[config.mk]
export PLATFORM = sky130hd
export DESIGN_NAME = udiv_flags_unit
export DESIGN_NICKNAME = d
export VERILOG_FILES = /design/src/rtl/udiv_pkg.sv /design/src/rtl/udiv_ctrl.sv /design/src/rtl/udiv_core.sv /design/src/rtl/udiv_result.sv /design/src/rtl/udiv_flags_unit.sv
export SDC_FILE = /design/constraint.sdc
export NUM_CORES = 1
export LEC_CHECK = 0
export ABC_AREA = 1
export BUFFER_PORTS_ARGS = -buffer_cell sky130_fd_sc_hd__buf_2
export CAP_MARGIN = 5
export CELL_PAD_IN_SITES_DETAIL_PLACEMENT = 1
export CELL_PAD_IN_SITES_GLOBAL_PLACEMENT = 2
export CORE_MARGIN = 3
export CORE_UTILIZATION = 32
export DETAILED_ROUTE_END_ITERATION = 16
export MAX_ROUTING_LAYER = met4
export PLACE_DENSITY = 0.89
export SLEW_MARGIN = 30
export SYNTH_ARGS = -nofsm -noshare
export SYNTH_HDL_FRONTEND = slang
export SYNTH_SLANG_ARGS = --single-unit
[constraint.sdc]
create_clock -name clk -period 5.9 [get_ports clk]
set_input_delay 0.59 -clock clk [delete_from_list [all_inputs] [get_ports clk]]
set_output_delay 0.59 -clock clk [all_outputs]
set_load 0.03 [all_outputs]
[src/rtl/udiv_pkg.sv]
package udiv_pkg;
  typedef enum logic [1:0] {
    ST_IDLE = 2'd0,
    ST_RUN  = 2'd1,
    ST_FIN  = 2'd2
  } div_state_e;

  typedef struct packed {
    logic ovf;
    logic sgn;
    logic zer;
  } div_flags_t;
endpackage

[src/rtl/udiv_ctrl.sv]
module udiv_ctrl
  import udiv_pkg::*;
#(
  parameter int W = 32
) (
  input  logic clk,
  input  logic rst_n,
  input  logic start,
  input  logic zero_div,
  output logic load,
  output logic step,
  output logic fin,
  output logic busy
);
  localparam int CW = $clog2(W);
  localparam logic [CW-1:0] LAST = CW'(W - 1);

  div_state_e state_q, state_d;
  logic [CW-1:0] cnt_q;

  assign load = (state_q == ST_IDLE) && start;
  assign step = (state_q == ST_RUN);
  assign fin  = (state_q == ST_FIN);
  assign busy = (state_q != ST_IDLE);

  always_comb begin
    state_d = state_q;
    case (state_q)
      ST_IDLE: if (start) state_d = zero_div ? ST_FIN : ST_RUN;
      ST_RUN:  if (cnt_q == LAST) state_d = ST_FIN;
      ST_FIN:  state_d = ST_IDLE;
      default: state_d = ST_IDLE;
    endcase
  end

  always_ff @(posedge clk or negedge rst_n) begin
    if (!rst_n) begin
      state_q <= ST_IDLE;
      cnt_q   <= '0;
    end else begin
      state_q <= state_d;
      if (load)      cnt_q <= '0;
      else if (step) cnt_q <= cnt_q + 1'b1;
    end
  end
endmodule

[src/rtl/udiv_core.sv]
module udiv_core #(
  parameter int W = 32
) (
  input  logic         clk,
  input  logic         rst_n,
  input  logic         load,
  input  logic         step,
  input  logic [W-1:0] dividend,
  input  logic [W-1:0] divisor,
  output logic [W-1:0] quo,
  output logic [W-1:0] rem
);
  logic [W-1:0] part_q, shq_q, dvs_q;
  logic [2*W-1:0] nxt;

  // One restoring iteration: shift in the next dividend bit, try a subtract,
  // keep the difference only when it does not borrow.
  function automatic logic [2*W-1:0] restore_step(input logic [W-1:0] part,
                                                  input logic [W-1:0] shq,
                                                  input logic [W-1:0] dvs);
    logic [W:0] shifted, diff;
    shifted = {part, shq[W-1]};
    diff    = shifted - {1'b0, dvs};
    if (diff[W]) restore_step = {shifted[W-1:0], shq[W-2:0], 1'b0};
    else         restore_step = {diff[W-1:0],    shq[W-2:0], 1'b1};
  endfunction

  assign nxt = restore_step(part_q, shq_q, dvs_q);

  always_ff @(posedge clk or negedge rst_n) begin
    if (!rst_n) begin
      part_q <= '0;
      shq_q  <= '0;
      dvs_q  <= '0;
    end else if (load) begin
      part_q <= '0;
      shq_q  <= dividend;
      dvs_q  <= divisor;
    end else if (step) begin
      part_q <= nxt[2*W-1:W];
      shq_q  <= nxt[W-1:0];
    end
  end

  assign quo = shq_q;
  assign rem = part_q;
endmodule

[src/rtl/udiv_result.sv]
module udiv_result
  import udiv_pkg::*;
#(
  parameter int W  = 32,
  parameter int IW = 5
) (
  input  logic          fin,
  input  logic          zero_div,
  input  logic [W-1:0]  quo,
  input  logic [IW-1:0] qidx,
  input  logic [IW-1:0] ridx,
  input  logic          sgn_keep,
  input  logic          zer_keep,
  output logic          quo_we,
  output logic          rem_we,
  output logic          flag_we,
  output div_flags_t    flags
);
  function automatic div_flags_t make_flags(input logic dz, input logic [W-1:0] q,
                                            input logic s_old, input logic z_old);
    div_flags_t f;
    if (dz) begin
      f.ovf = 1'b1;
      f.sgn = s_old;
      f.zer = z_old;
    end else begin
      f.ovf = 1'b0;
      f.sgn = q[W-1];
      f.zer = (q == '0);
    end
    return f;
  endfunction

  assign flags   = make_flags(zero_div, quo, sgn_keep, zer_keep);
  assign flag_we = fin;
  assign rem_we  = fin && !zero_div;
  assign quo_we  = fin && !zero_div && (qidx != ridx);
endmodule

[src/rtl/udiv_flags_unit.sv]
module udiv_flags_unit
  import udiv_pkg::*;
#(
  parameter int W  = 32,
  parameter int IW = 5
) (
  input  logic          clk,
  input  logic          rst_n,
  input  logic          start,
  input  logic          half_mode,
  input  logic [W-1:0]  dividend_i,
  input  logic [W-1:0]  divisor_i,
  input  logic [IW-1:0] quo_idx_i,
  input  logic [IW-1:0] rem_idx_i,
  input  logic          sgn_i,
  input  logic          zer_i,
  output logic          busy_o,
  output logic          done_o,
  output logic [W-1:0]  quo_o,
  output logic [W-1:0]  rem_o,
  output logic          quo_we_o,
  output logic [IW-1:0] quo_idx_o,
  output logic          rem_we_o,
  output logic [IW-1:0] rem_idx_o,
  output logic          flag_we_o,
  output logic          ovf_o,
  output logic          sgn_o,
  output logic          zer_o
);
  localparam int HW = W / 2;

  logic [W-1:0]  div_eff;
  logic          zero_now;
  logic          load, step, fin;
  logic          dz_q, sgn_q, zer_q;
  logic [IW-1:0] qidx_q, ridx_q;
  logic [W-1:0]  div_q;
  div_flags_t    flags;

  assign div_eff  = half_mode ? {{(W-HW){1'b0}}, divisor_i[HW-1:0]} : divisor_i;
  assign zero_now = (div_eff == '0);

  udiv_ctrl #(.W(W)) u_ctrl (
    .clk(clk), .rst_n(rst_n), .start(start), .zero_div(zero_now),
    .load(load), .step(step), .fin(fin), .busy(busy_o)
  );

  udiv_core #(.W(W)) u_core (
    .clk(clk), .rst_n(rst_n), .load(load), .step(step),
    .dividend(dividend_i), .divisor(div_eff), .quo(quo_o), .rem(rem_o)
  );

  always_ff @(posedge clk or negedge rst_n) begin
    if (!rst_n) begin
      dz_q   <= 1'b0;
      sgn_q  <= 1'b0;
      zer_q  <= 1'b0;
      qidx_q <= '0;
      ridx_q <= '0;
      div_q  <= '0;
    end else if (load) begin
      dz_q   <= zero_now;
      sgn_q  <= sgn_i;
      zer_q  <= zer_i;
      qidx_q <= quo_idx_i;
      ridx_q <= rem_idx_i;
      div_q  <= div_eff;
    end
  end

  udiv_result #(.W(W), .IW(IW)) u_res (
    .fin(fin), .zero_div(dz_q), .quo(quo_o), .qidx(qidx_q), .ridx(ridx_q),
    .sgn_keep(sgn_q), .zer_keep(zer_q),
    .quo_we(quo_we_o), .rem_we(rem_we_o), .flag_we(flag_we_o), .flags(flags)
  );

  assign done_o    = fin;
  assign quo_idx_o = qidx_q;
  assign rem_idx_o = ridx_q;
  assign ovf_o     = flags.ovf;
  assign sgn_o     = flags.sgn;
  assign zer_o     = flags.zer;
endmodule

# Yosys cells after proc, flatten, opt, wreduce, memory -nomap -nowiden
# Index checks and enable logic that the tools add are counted.
dict set report word_totals {
  elab_cells 41
  in_bits 80
  regBits 116
  out_inout_bits 82
}
dict set report op_classes {
  eq_ne 6
  reduce_logical 10
  add_sub_neg 2
  mux 13
}
# operator count
set ops {}
lappend ops {{two-way mux 32 bit} 5}
lappend ops {{zero test 32 bit} 2}
lappend ops {{two-way mux 64 bit} 1}
lappend ops {{subtractor 33 x 32 -> 33 bit} 1}
lappend ops {{two-way mux 5 bit} 2}
lappend ops {{two-way mux 2 bit} 3}
lappend ops {{adder 5 x 1 -> 5 bit (second input constant)} 1}
lappend ops {{equality test 5 bit (second input constant)} 1}
lappend ops {{!= test 5 bit} 1}
lappend ops {{case mux 2 bit (2 select lines)} 1}
lappend ops {{nonzero test 2 bit} 2}
lappend ops {{logical AND 1 bit} 3}
lappend ops {{two-way mux 3 bit} 1}
lappend ops {{equality test 2 x 1 -> 1 bit (second input constant)} 1}
lappend ops {{equality test 2 bit (second input constant)} 1}
lappend ops {{zero test 2 bit} 1}
lappend ops {{!= test 2 x 1 -> 1 bit (second input constant)} 1}
lappend ops {{!= test 2 bit (second input constant)} 1}
lappend ops {{AND reduction 2 bit} 1}
lappend ops {{zero test 1 bit} 1}

# Longest topological paths before layout
# Gate-level depths: netlist (run 1).
dict set report logic_depth {
  depth_word 5
  mapped_depth 19
  depth_no_buf 18
}

# Cells and area by module
# From an unflattened synthesis (run 1), not the netlist that was laid out.
dict set report hier_totals {
  hier_cells 1257
  area_unflattened_um2 8156.6
}
# module cells_per_inst area_per_inst_um2 n_inst seq_area_each_um2
set by_module_without_submodules {}
lappend by_module_without_submodules {udiv_core 1045 6802.8 1 2402.3}
lappend by_module_without_submodules {udiv_flags_unit 120 754.5 1 325.3}
lappend by_module_without_submodules {udiv_ctrl 44 366.6 1 175.2}
lappend by_module_without_submodules {udiv_result 48 232.7 1 0.0}

# Least setup slack after synthesis (run 1)
# Ideal clock, no wire load.
dict set report synth_path {
  kind {register to register}
  start {register u_core.shq_q[31] (netlist: u_core.quo[31])}
  end {register u_core.part_q[27] (netlist: u_core.rem[27])}
  n_path_buf 1
  path_stages_with_launch 18
  setup_slack_ps 3525
  setup_time_ps 117
  synth_period_minus_slack_ps 2375
  t_arrival_ps 2258
  required_ps 5783
  path_cell_list {dfrtp_1 -> inv_1 -> ha_1 -> inv_1 -> fa_1 -> nand2_1 -> nand2_1 -> nand3b_1 -> nand2_1 -> nand2_1 -> nand2_2 -> nand2_2 -> nand3_1 -> nand2_2 -> buf_4 -> nand3_1 -> nand2_1 -> nand2_1}
}
dict set report synth_between {
  elab_chain_cells 4
}
# element line_no
set synth_rtl {}
lappend synth_rtl {{from (decl)} udiv_core.sv:13} ;# logic [W-1:0] part_q, shq_q, dvs_q;
lappend synth_rtl {{from (signal assigned)} udiv_core.sv:37} ;# shq_q <= dividend;
lappend synth_rtl {{from (signal assigned)} udiv_core.sv:41} ;# shq_q <= nxt[W-1:0];
lappend synth_rtl {{subtractor 33 x 32 -> 33 bit} udiv_core.sv:23} ;# diff = shifted - {1'b0, dvs};
lappend synth_rtl {{two-way mux 64 bit} udiv_core.sv:24} ;# if (diff[W]) restore_step = {shifted[W-1:0], shq[W-2:0], 1'b0};
lappend synth_rtl {{two-way mux 32 bit} udiv_core.sv:39} ;# end else if (step) begin
lappend synth_rtl {{two-way mux 32 bit} udiv_core.sv:35} ;# end else if (load) begin
lappend synth_rtl {{to (signal assigned)} udiv_core.sv:40} ;# part_q <= nxt[2*W-1:W];
lappend synth_rtl {{to (decl)} udiv_core.sv:13}
# No other way between the ends. The select of a mux whose other input is x is not followed.
# A chain may end at the register's enable or synchronous reset.

# Final worst setup path (run 1)
dict set report layout_path {
  start {register u_core.shq_q[31] (netlist: u_core.quo[31])}
  end {register u_core.part_q[30] (netlist: u_core.rem[30])}
}
# The elaborated chain is that of the path after synthesis.

==> flow_summary_export.csv, run 1 <==
group,metric,value,unit
clocking,cts_sinks,116,
die,die_w,163,um
grt,antenna_found_initial,3,
die,fp.dieH,163,um
die,io_pins,162,
timing,hold_slack,0.188,ns
clocking,htreeDepth,4,
synth,ys_ff_latch,116,
synth,synthCells,1205,
min_path,hold_path_class,"in2async",
timing,relSlewSlack,0.409,
clocking,cts_setup_buffers,0,
finish,final_core_util,0.403,
worst_setup_path,cp_max_fo,31,
clocking,cts-resized-gates,0,
routing,drt_iter0_drc,310,
grt,globalRouteMet1Util,0.278,
die,rows,56,
place,gp_congestion,0.891,
timing,layout_min_cycle_time,3.00,ns
clocking,cts_buffers,17,
clocking,ctsHoldBuffers,0,
place,portBuffers,161,
synth,syn_area_per_cell,6.57,um^2
grt,gr-total-overflow,0,
place,hpwlAfterDp,21300,um
synth,ys_types,35,
synth,syn_area,7920,um^2
grt,grt_usage,0.221,
worst_setup_path,cp.required,6.26,ns
die,start_util,0.332,
worst_setup_path,path_class,"reg2reg",
worst_setup_path,crit_arrival,3.36,ns
routing,post_drt_wl_per_cell,16.2,um
worst_setup_path,r2r-start,"u_core.quo[31]$_DFFE_PN0P_",
routing,postRouteAntennaNets,0,
worst_setup_path,rrSetupSlack,2.90,ns
routing,firstDrtPassIters,4,
grt,top_usage_layer,"met2",
clocking,root_buffer,"clkbuf_16",
grt,met2_usage,0.361,
timing,worst_pin_slew,0.882,ns
timing,setup_violations,0,
routing,num_vias,8059,
grt,grt_first_pass_wirelength,45400,um
worst_setup_path,r2r_cells,17,
worst_setup_path,cp-start-kind,"flop",
timing,fin_skew,0.00975,ns
die,dieArea,26700,um^2
clocking,cts_tree,"yes",
timing,finalHoldViolCount,0,
finish,fin_cells,1691,
clocking,clkTransAtPathRegs,0.06,ns
timing,tns,0,ns
finish,syn2layout_area_growth,21.5,%
worst_setup_path,reg2reg_to,"u_core.rem[30]$_DFFE_PN0P_",
timing,rsz0062_at_grt,"false",
grt,grt_max_degree,67,
synth,ys_seq_area_frac,0.366,
routing,viasPerCell,4.77,
timing,fmax,0.333,GHz
synth,synth.net_count,1320,
grt,use_met3,0.0449,
finish,layout-drive-gt1-share,0.156,
timing,drv_slew,0,
grt,grt_pass1_vias,8808,
status,outcome,"finished, final reports clean",
die,coreArea,23900,um^2
clocking,clockBufferDepth,2,
worst_setup_path,end_kind,"flop",
routing,drc,0,
job,maxCapViolCount,0,
timing,final.period_utilization,0.509,
finish,final_nets,1471,
routing,drt-total-wl,27400,um
place,dp.cells,1656,
clocking,insertion_delay,0.43,ns
synth,synth-warning-count,0,
## logic make-up after synthesis
family          share of synthesized area
simple gates                        0.335
buf+inv                             0.136
flops                               0.366
compound gates                     0.0840
fa+ha+maj                          0.0562
xor+xnor                           0.0221
## placed cells by master, fill, tap and decap left out, types with 2 or more instances in the layout
cell        netlist  routed
nand2_1         477     476
inv_1           239     236
buf_2             4     160
dfrtp_1         116     116
nand3_1          70      70
nor2_1           59      57
o21ai_0          45      45
ha_1             34      34
o221ai_1         29      29
a21oi_1          20      20
nand4_1          17      17
xnor2_1          17      17
clkbuf_16         0      17
nor3_1            7       7
nand3b_1          7       7
nand2_2           5       6
buf_4             4       6
nor4_1            5       5
inv_6             0       5
inv_2             2       4
diode_2           0       3
xor2_1            3       3
clkinvlp_4        0       3
clkinv_4          0       3
nor2_4            0       2
clkinv_1          1       2
o211ai_1          2       2
nor2_2            2       2
and2_1            2       2
a21o_1            2       2
o21bai_1          2       2
a22o_1            2       2
bufinv_16         0       2
## registers in the layout, summed over array words and instances (netlist names)
signal / cells
u_core.dvs_q: 32
u_core.quo: 32
u_core.rem: 32
quo_idx_o: 5
rem_idx_o: 5
u_ctrl.cnt_q: 5
u_ctrl.state_q: 2
dz_q: 1
sgn_q: 1
zer_q: 1
## cell usage after synthesis, drive strengths merged
master | n | area [um^2]
o221ai | 29 | 254
clkinv | 1 | 3.75
buf | 11 | 80.1
a21o | 2 | 15.0
nor3 | 8 | 45.0
and2 | 2 | 12.5
nand2 | 482 | 1820
o21ai | 45 | 225
ha | 34 | 425
xor2 | 3 | 26.3
o211ai | 2 | 15.0
clkbuf | 24 | 90.1
a22oi | 1 | 7.51
nand4 | 17 | 106
a22o | 2 | 17.5
inv | 241 | 905
dfrtp | 116 | 2900
o31a | 1 | 8.76
fa | 1 | 20.0
nor2 | 61 | 234
xnor2 | 17 | 149
o21a | 1 | 7.51
nand3b | 7 | 52.6
o21bai | 2 | 15.0
nor4 | 5 | 31.3
nand3 | 70 | 350
a21oi | 20 | 100
## how the worst max path moves through the flow
stage | depth (start not counted) | start | endpoint
after floorplan | 17 | u_core.quo[31]$_DFFE_PN0P_ | u_core.rem[27]$_DFFE_PN0P_
after global placement | 14 | u_core.rem[18]$_DFFE_PN0P_ | u_core.rem[25]$_DFFE_PN0P_
after detailed placement | 17 | u_core.quo[31]$_DFFE_PN0P_ | u_core.rem[30]$_DFFE_PN0P_
after CTS | 17 | u_core.quo[31]$_DFFE_PN0P_ | u_core.rem[30]$_DFFE_PN0P_
after global routing | 17 | u_core.quo[31]$_DFFE_PN0P_ | u_core.rem[30]$_DFFE_PN0P_
final | 17 | u_core.quo[31]$_DFFE_PN0P_ | u_core.rem[30]$_DFFE_PN0P_
## through the flow
step	instance area (um^2)	setup slack, ns
6_report	9630	2.90
5_1_grt	9630	2.57
4_1_cts	9620	2.84
3_5_place_dp	9020	2.90
3_3_place_gp	9020	3.01
2_1_floorplan	7920	3.53
## area by class of cell
class / instances / area, um^2
flip-flops and latches: 116 / 2900
repair buffers: 167 / 857
clock inverters: 15 / 169
well taps: 319 / 399
multi-input cells: 812 / 3960
clock buffers: 17 / 425
inverters: 242 / 908
diodes: 3 / 7.51
fillers: 3125 / 14300
## worst max-delay path, stage by stage, from the launching register on
cell      delay, ns
dfrtp_1        0.39
inv_1          0.12
ha_1           0.16
inv_1          0.07
fa_1           0.43
nand2_1        0.11
nand2_1        0.06
nand3b_1       0.08
nand2_1        0.10
nand2_1        0.09
nand2_2        0.08
nand2_2        0.10
nand3_1        0.13
nand2_2        0.54
nand2_1        0.25
nand2_1        0.11
nand2_1        0.05
nand2_1        0.06
## metal layers
metal / vias to the layer above / part of all wire
met5: - / 0
met4: 0 / 0.021
met3: 36 / 0.052
met2: 170 / 0.47
met1: 3834 / 0.46
li1: 4019 / -
Power of run 1 is left out: the tool's default activity adds up to more than one toggle a clock period on the data nets, which glitch-free logic cannot reach.
==> run 2: changes to the inputs <==
Settings changed: CORE_UTILIZATION 32 to 27, PLACE_DENSITY 0.89 to 0.8.
Clock period 5.9 ns to 2.5 ns, I/O delays scaled along.
==> run 2 against run 1 <==
Cell count increased by 5.4%. Clock skew barely moved. Die area grew 18%. Sequential share of layout area is 1.9 points lower. Wire length rose by 7.6%. Worst setup slack worse by 2.8 ns. Register-to-register slack got worse by 2.8 ns. Non-clock buffer count increased by 27. First-iteration DRC count up 14%. Flip-flop and latch count is the same. Critical endpoint is now u_core.rem[24]$_DFFE_PN0P_. Largest cell class unchanged. Highest routed layer unchanged.
==> flow_summary_export.csv, run 2 (synthesis results as in run 1) <==
group,metric,value,unit
clocking,htreeDepth,4,
finish,fillers,3659,
grt,antenna_found_initial,2,
die,start_util,0.275,
die,rows,62,
grt,grt_usage,0.190,
grt,grt_pass1_vias,8557,
timing,fin_skew,0.00996,ns
die,fp.dieH,177,um
min_path,hold_depth,3,
routing,postRouteAntennaNets,0,
worst_setup_path,end_kind,"flop",
clocking,cts_tree,"yes",
clocking,insertion_delay,0.43,ns
worst_setup_path,r2r_cells,14,
timing,finalHoldViolCount,0,
place,dpl_cell_area,9330,um^2
min_path,hp-start,"rem_idx_i[1]",
routing,drc,0,
finish,final_area,10300,um^2
die,coreArea,28800,um^2
job,maxCapViolCount,0,
clocking,clkTransAtPathRegs,0.07,ns
timing,fmax,0.415,GHz
place,hpwlAfterDp,22400,um
worst_setup_path,reg2reg_to,"u_core.rem[24]$_DFFE_PN0P_",
worst_setup_path,cp_max_fo,14,
timing,layout_min_cycle_time,2.41,ns
min_path,min_to,"rem_idx_o[1]$_DFFE_PN0P_",
die,die_w,177,um
status,outcome,"finished, final reports clean",
worst_setup_path,rrSetupSlack,0.09,ns
routing,num_vias,8194,
grt,grt_max_degree,60,
worst_setup_path,crit_arrival,2.72,ns
worst_setup_path,cp.required,2.81,ns
clocking,cts_sinks,116,
timing,drv_slew,0,
timing,worst_pin_slew,0.593,ns
finish,final_nets,1498,
grt,grt_first_pass_wirelength,45700,um
routing,drt-total-wl,29500,um
grt,gr-total-overflow,0,
worst_setup_path,path_class,"reg2reg",
finish,layout-drive-gt1-share,0.193,
finish,final-seq-area,2900,um^2
finish,final_common_cell,"nand2_1",
routing,post_drt_wl_per_cell,16.6,um
worst_setup_path,cp-start-kind,"flop",
routing,drt_iter0_drc,354,
clocking,clockBufferDepth,2,
timing,setup_violations,0,
timing,relSlewSlack,0.605,
routing,viasPerCell,4.60,
die,dieArea,31400,um^2
finish,syn2layout_area_growth,29.5,%
die,io_pins,162,
timing,final.period_utilization,0.964,
finish,layout_common_cells,"469 x nand2_1, 236 x inv_1, 160 x buf_2",
finish,multiInputGateArea,4160,um^2
worst_setup_path,r2r-start,"u_core.rem[26]$_DFFE_PN0P_",
clocking,root_buffer,"clkbuf_16",
min_path,hold_path_class,"in2reg",
place,portBuffers,161,
routing,firstDrtPassIters,4,
clocking,cts_buffers,17,
place,gp_congestion,0.913,
==> run 2: cell types whose count changed in the layout (fill, tap and decap cells not counted), moves of 4 or more <==
cell	delta
buf_4	+18
ha_2	+4
nand2_2	+5
ha_1	-15
nand2_1	-7
nor2_2	+4
ha_4	+11
buf_12	+6
==> run 2: final cells by class <==
cell class                 count  area share
antenna                        2    0.000488
timing repair buffer         194       0.116
clock inverter                15      0.0191
sequential                   116       0.283
inverter                     242      0.0885
multi-input combinational    812       0.405
tap                          384      0.0468
clock buffer                  17      0.0415
==> run 2: how the worst max path moves through the flow <==
stage                                  from                    endpoint  cells past startpoint
5_1_grt          u_core.quo[31]$_DFFE_PN0P_  u_core.rem[29]$_DFFE_PN0P_                     17
3_5_place_dp   u_core.dvs_q[19]$_DFFE_PN0P_   u_core.rem[9]$_DFFE_PN0P_                     16
4_1_cts          u_core.rem[26]$_DFFE_PN0P_   u_core.rem[3]$_DFFE_PN0P_                     13
2_1_floorplan    u_core.quo[31]$_DFFE_PN0P_  u_core.rem[30]$_DFFE_PN0P_                     17
3_3_place_gp      u_core.rem[7]$_DFFE_PN0P_  u_core.rem[25]$_DFFE_PN0P_                     12
6_report         u_core.rem[26]$_DFFE_PN0P_  u_core.rem[24]$_DFFE_PN0P_                     14
==> run 2: worst max-delay path, stage by stage (launching register included) <==
cell	delay (ns)
dfrtp_1	0.43
ha_2	0.42
nand2_2	0.09
nor2_2	0.14
inv_2	0.07
nor3_4	0.15
and2_4	0.19
nand2_2	0.08
nand2_2	0.07
nand2_1	0.09
nand2_4	0.15
clkbuf_16	0.21
nand2_1	0.06
nand3_1	0.08
nand2_1	0.06
==> run 2: timing repair <==
item                                    in CTS  in global routing
endpoints found under the setup margin       0                 33
resized for setup                            0                 35
hold endpoints to repair                    37                  0
hold buffers                                 1                  0
setup buffers                                0                  2
==> run 2: through the flow <==
| stage | util | TNS [ns] | hold WS (ns) | instances | setup slack [ns] |
|---|---|---|---|---|---|
| floorplan | - | 0 | -0.0456 | 1205 | 0.125 |
| global placement | 0.324 | 0 | 0.289 | 1742 | 0.0713 |
| detailed placement | 0.324 | 0 | 0.288 | 1742 | 0.0532 |
| CTS | 0.346 | 0 | 0.00232 | 1775 | 0.00243 |
| global route | 0.356 | -0.273 | 0.0168 | 1782 | -0.0293 |
| finish | 0.356 | 0 | 0.0143 | 1782 | 0.0908 |
==> run 2: layer usage <==
| layer | vias up | global-route usage | wire, um |
|---|---|---|---|
| met1 | 3948 | 0.244 | 13800 |
| met4 | 0 | 0.0383 | 257 |
| met3 | 17 | 0.0358 | 1250 |
| li1 | 4078 | - | - |
| met2 | 151 | 0.315 | 14200 |
| met5 | - | - | 0 |
Power of run 2 is left out for the same reason.
==> run 3: changes to the inputs <==
Settings changed: RECOVER_POWER set to 25.
Clock period 2.5 ns to 2.2 ns, I/O delays scaled along.
==> run 3 against run 2 <==
The run now ends with setup timing left. Cell count rose by 7.4%. Largest cell class unchanged. Wire length rose by 7.2%. Hold slack got worse by 0.0063 ns. Non-clock buffer count rose by 128. Critical path depth rose by 4. Register-to-register slack got worse by 0.22 ns. Final area rose by 12%. Via count rose by 6.0%. Critical endpoint is now u_core.rem[4]$_DFFE_PN0P_.
==> flow_summary_export.csv, run 3 (synthesis results as in run 1) <==
group,metric,value,unit
grt,antenna_found_initial,5,
worst_setup_path,cp_max_fo,8,
die,coreArea,28800,um^2
worst_setup_path,r2r_cells,18,
clocking,cts_tree,"yes",
finish,syn2layout_area_growth,44.4,%
grt,grt_usage,0.209,
timing,finalHoldViolCount,0,
routing,firstDrtPassIters,5,
place,place_ws,-0.127,ns
finish,final_common_cell,"nand2_1",
status,violations,"setup timing",
grt,grt_pass1_vias,9238,
die,fp.dieH,177,um
clocking,cts_buffers,17,
finish,layout_common_cells,"428 x nand2_1, 231 x inv_1, 159 x buf_2",
place,gp_congestion,0.919,
worst_setup_path,end_kind,"flop",
grt,grt_max_degree,67,
die,rows,62,
min_path,hold_depth,3,
timing,final.period_utilization,1.06,
finish,final_area,11400,um^2
job,maxCapViolCount,0,
routing,postRouteAntennaNets,0,
timing,layout_setup_ws,-0.125,ns
worst_setup_path,crit_arrival,2.68,ns
timing,fmax,0.430,GHz
grt,gr-total-overflow,0,
min_path,hold_path_class,"in2reg",
timing,layout_min_cycle_time,2.33,ns
timing,relSlewSlack,0.205,
finish,final_nets,1626,
worst_setup_path,path_class,"reg2reg",
clocking,htreeDepth,4,
place,hpwlAfterDp,23800,um
worst_setup_path,r2r-start,"u_core.quo[31]$_DFFE_PN0P_",
routing,drt-total-wl,31600,um
clocking,clkTransAtPathRegs,0.07,ns
place,portBuffers,161,
clocking,cts_sinks,116,
timing,rsz0062_at_grt,"true",
timing,drv_slew,0,
clocking,root_buffer,"clkbuf_16",
die,io_pins,162,
place,dpl_cell_area,10100,um^2
clocking,clockBufferDepth,2,
routing,drc,0,
grt,grt_first_pass_wirelength,49800,um
die,dieArea,31400,um^2
die,die_w,177,um
min_path,hp-start,"dividend_i[8]",
routing,post_drt_wl_per_cell,16.5,um
finish,fillers,3629,
worst_setup_path,cp-startpoint,"u_core.quo[31]$_DFFE_PN0P_",
timing,worst_pin_slew,1.19,ns
finish,final_core_util,0.398,
worst_setup_path,cp.required,2.56,ns
die,start_util,0.275,
routing,viasPerCell,4.54,
clocking,insertion_delay,0.43,ns
finish,layout-drive-gt1-share,0.283,
timing,setup_violations,33,
routing,num_vias,8682,
worst_setup_path,cp-start-kind,"flop",
status,outcome,"complete, but fails checks",
routing,drt_iter0_drc,408,
timing,fin_skew,0.0158,ns
run 3: cell count changes in the layout (fill, tap and decap cells not counted), moves of 8 or more:
| cell | before | now |
|---|---|---|
| buf_4 | 24 | 128 |
| nand2_1 | 469 | 428 |
| nand2_2 | 11 | 42 |
| dlygate4sd3_1 | 1 | 23 |
| ha_1 | 19 | 31 |
| nand3_1 | 69 | 57 |
| nand3_2 | 1 | 11 |
| ha_4 | 11 | 3 |
| nand2_4 | 2 | 10 |
run 3: timing repair:
action,in CTS,in global routing
pin swaps,6,33
hold endpoints to repair,138,0
hold buffers,23,0
setup endpoints to repair,34,34
resized for setup,28,79
cloned,3,2
buffers inserted,5,4
run 3: final timing paths:
check | slack [ns] | to
min reg2reg | 0.48 | u_core.dvs_q[29]$_DFFE_PN0P_
max reg2reg | -0.13 | u_core.rem[4]$_DFFE_PN0P_
min | 0.008 | u_core.quo[8]$_DFFE_PN0P_
max | -0.13 | u_core.rem[4]$_DFFE_PN0P_
min in group asynchronous | 0.23 | u_core.rem[21]$_DFFE_PN0P_
max in group asynchronous | 0.40 | u_core.quo[31]$_DFFE_PN0P_
run 3: critical path, stage by stage, from the launching register on:
cell and delay, ns:
dfrtp_2 0.41, inv_2 0.08, ha_4 0.12, inv_2 0.04
fa_2 0.37, nand2_2 0.07, nand2_1 0.05, nand3b_1 0.10
nand2_2 0.07, nand2_2 0.08, nand2_4 0.06, nand2_4 0.12
nand2_4 0.08, nand2_4 0.10, nand2_8 0.10, buf_12 0.17
nand2_4 0.06, nand3_2 0.07, nand2_1 0.09
run 3: layer usage:
metal  routed length (um)  GRT usage  up-vias
li1                     -          -     4340
met1                14600      0.269     4156
met2                15300      0.345      157
met3                 1310     0.0393       29
met4                  405     0.0402        0
met5                    0          -        -
run 3: cell type report:
class                      instances  area (um^2)  share of cell area
timing repair buffer             322         2220               0.194
clock inverter                    15          161              0.0141
tap                              384          480              0.0420
sequential                       116         2900               0.254
antenna                            5         12.5             0.00109
inverter                         242          908              0.0794
multi-input combinational        812         4330               0.379
clock buffer                      17          425              0.0372
run 3: per-stage QoR:
| stage | hold slack (ns) | setup TNS, ns | cells |
|---|---|---|---|
| detailed placement | 0.0574 | -2.69 | 1839 |
| floorplan | -0.0756 | -0.367 | 1205 |
| finish | 0.00793 | -3.02 | 1913 |
| global route | 0.00683 | -7.87 | 1913 |
| global placement | 0.0583 | -1.79 | 1839 |
| CTS | 0.000220 | -2.68 | 1902 |
Power of run 3 is left out for the same reason.
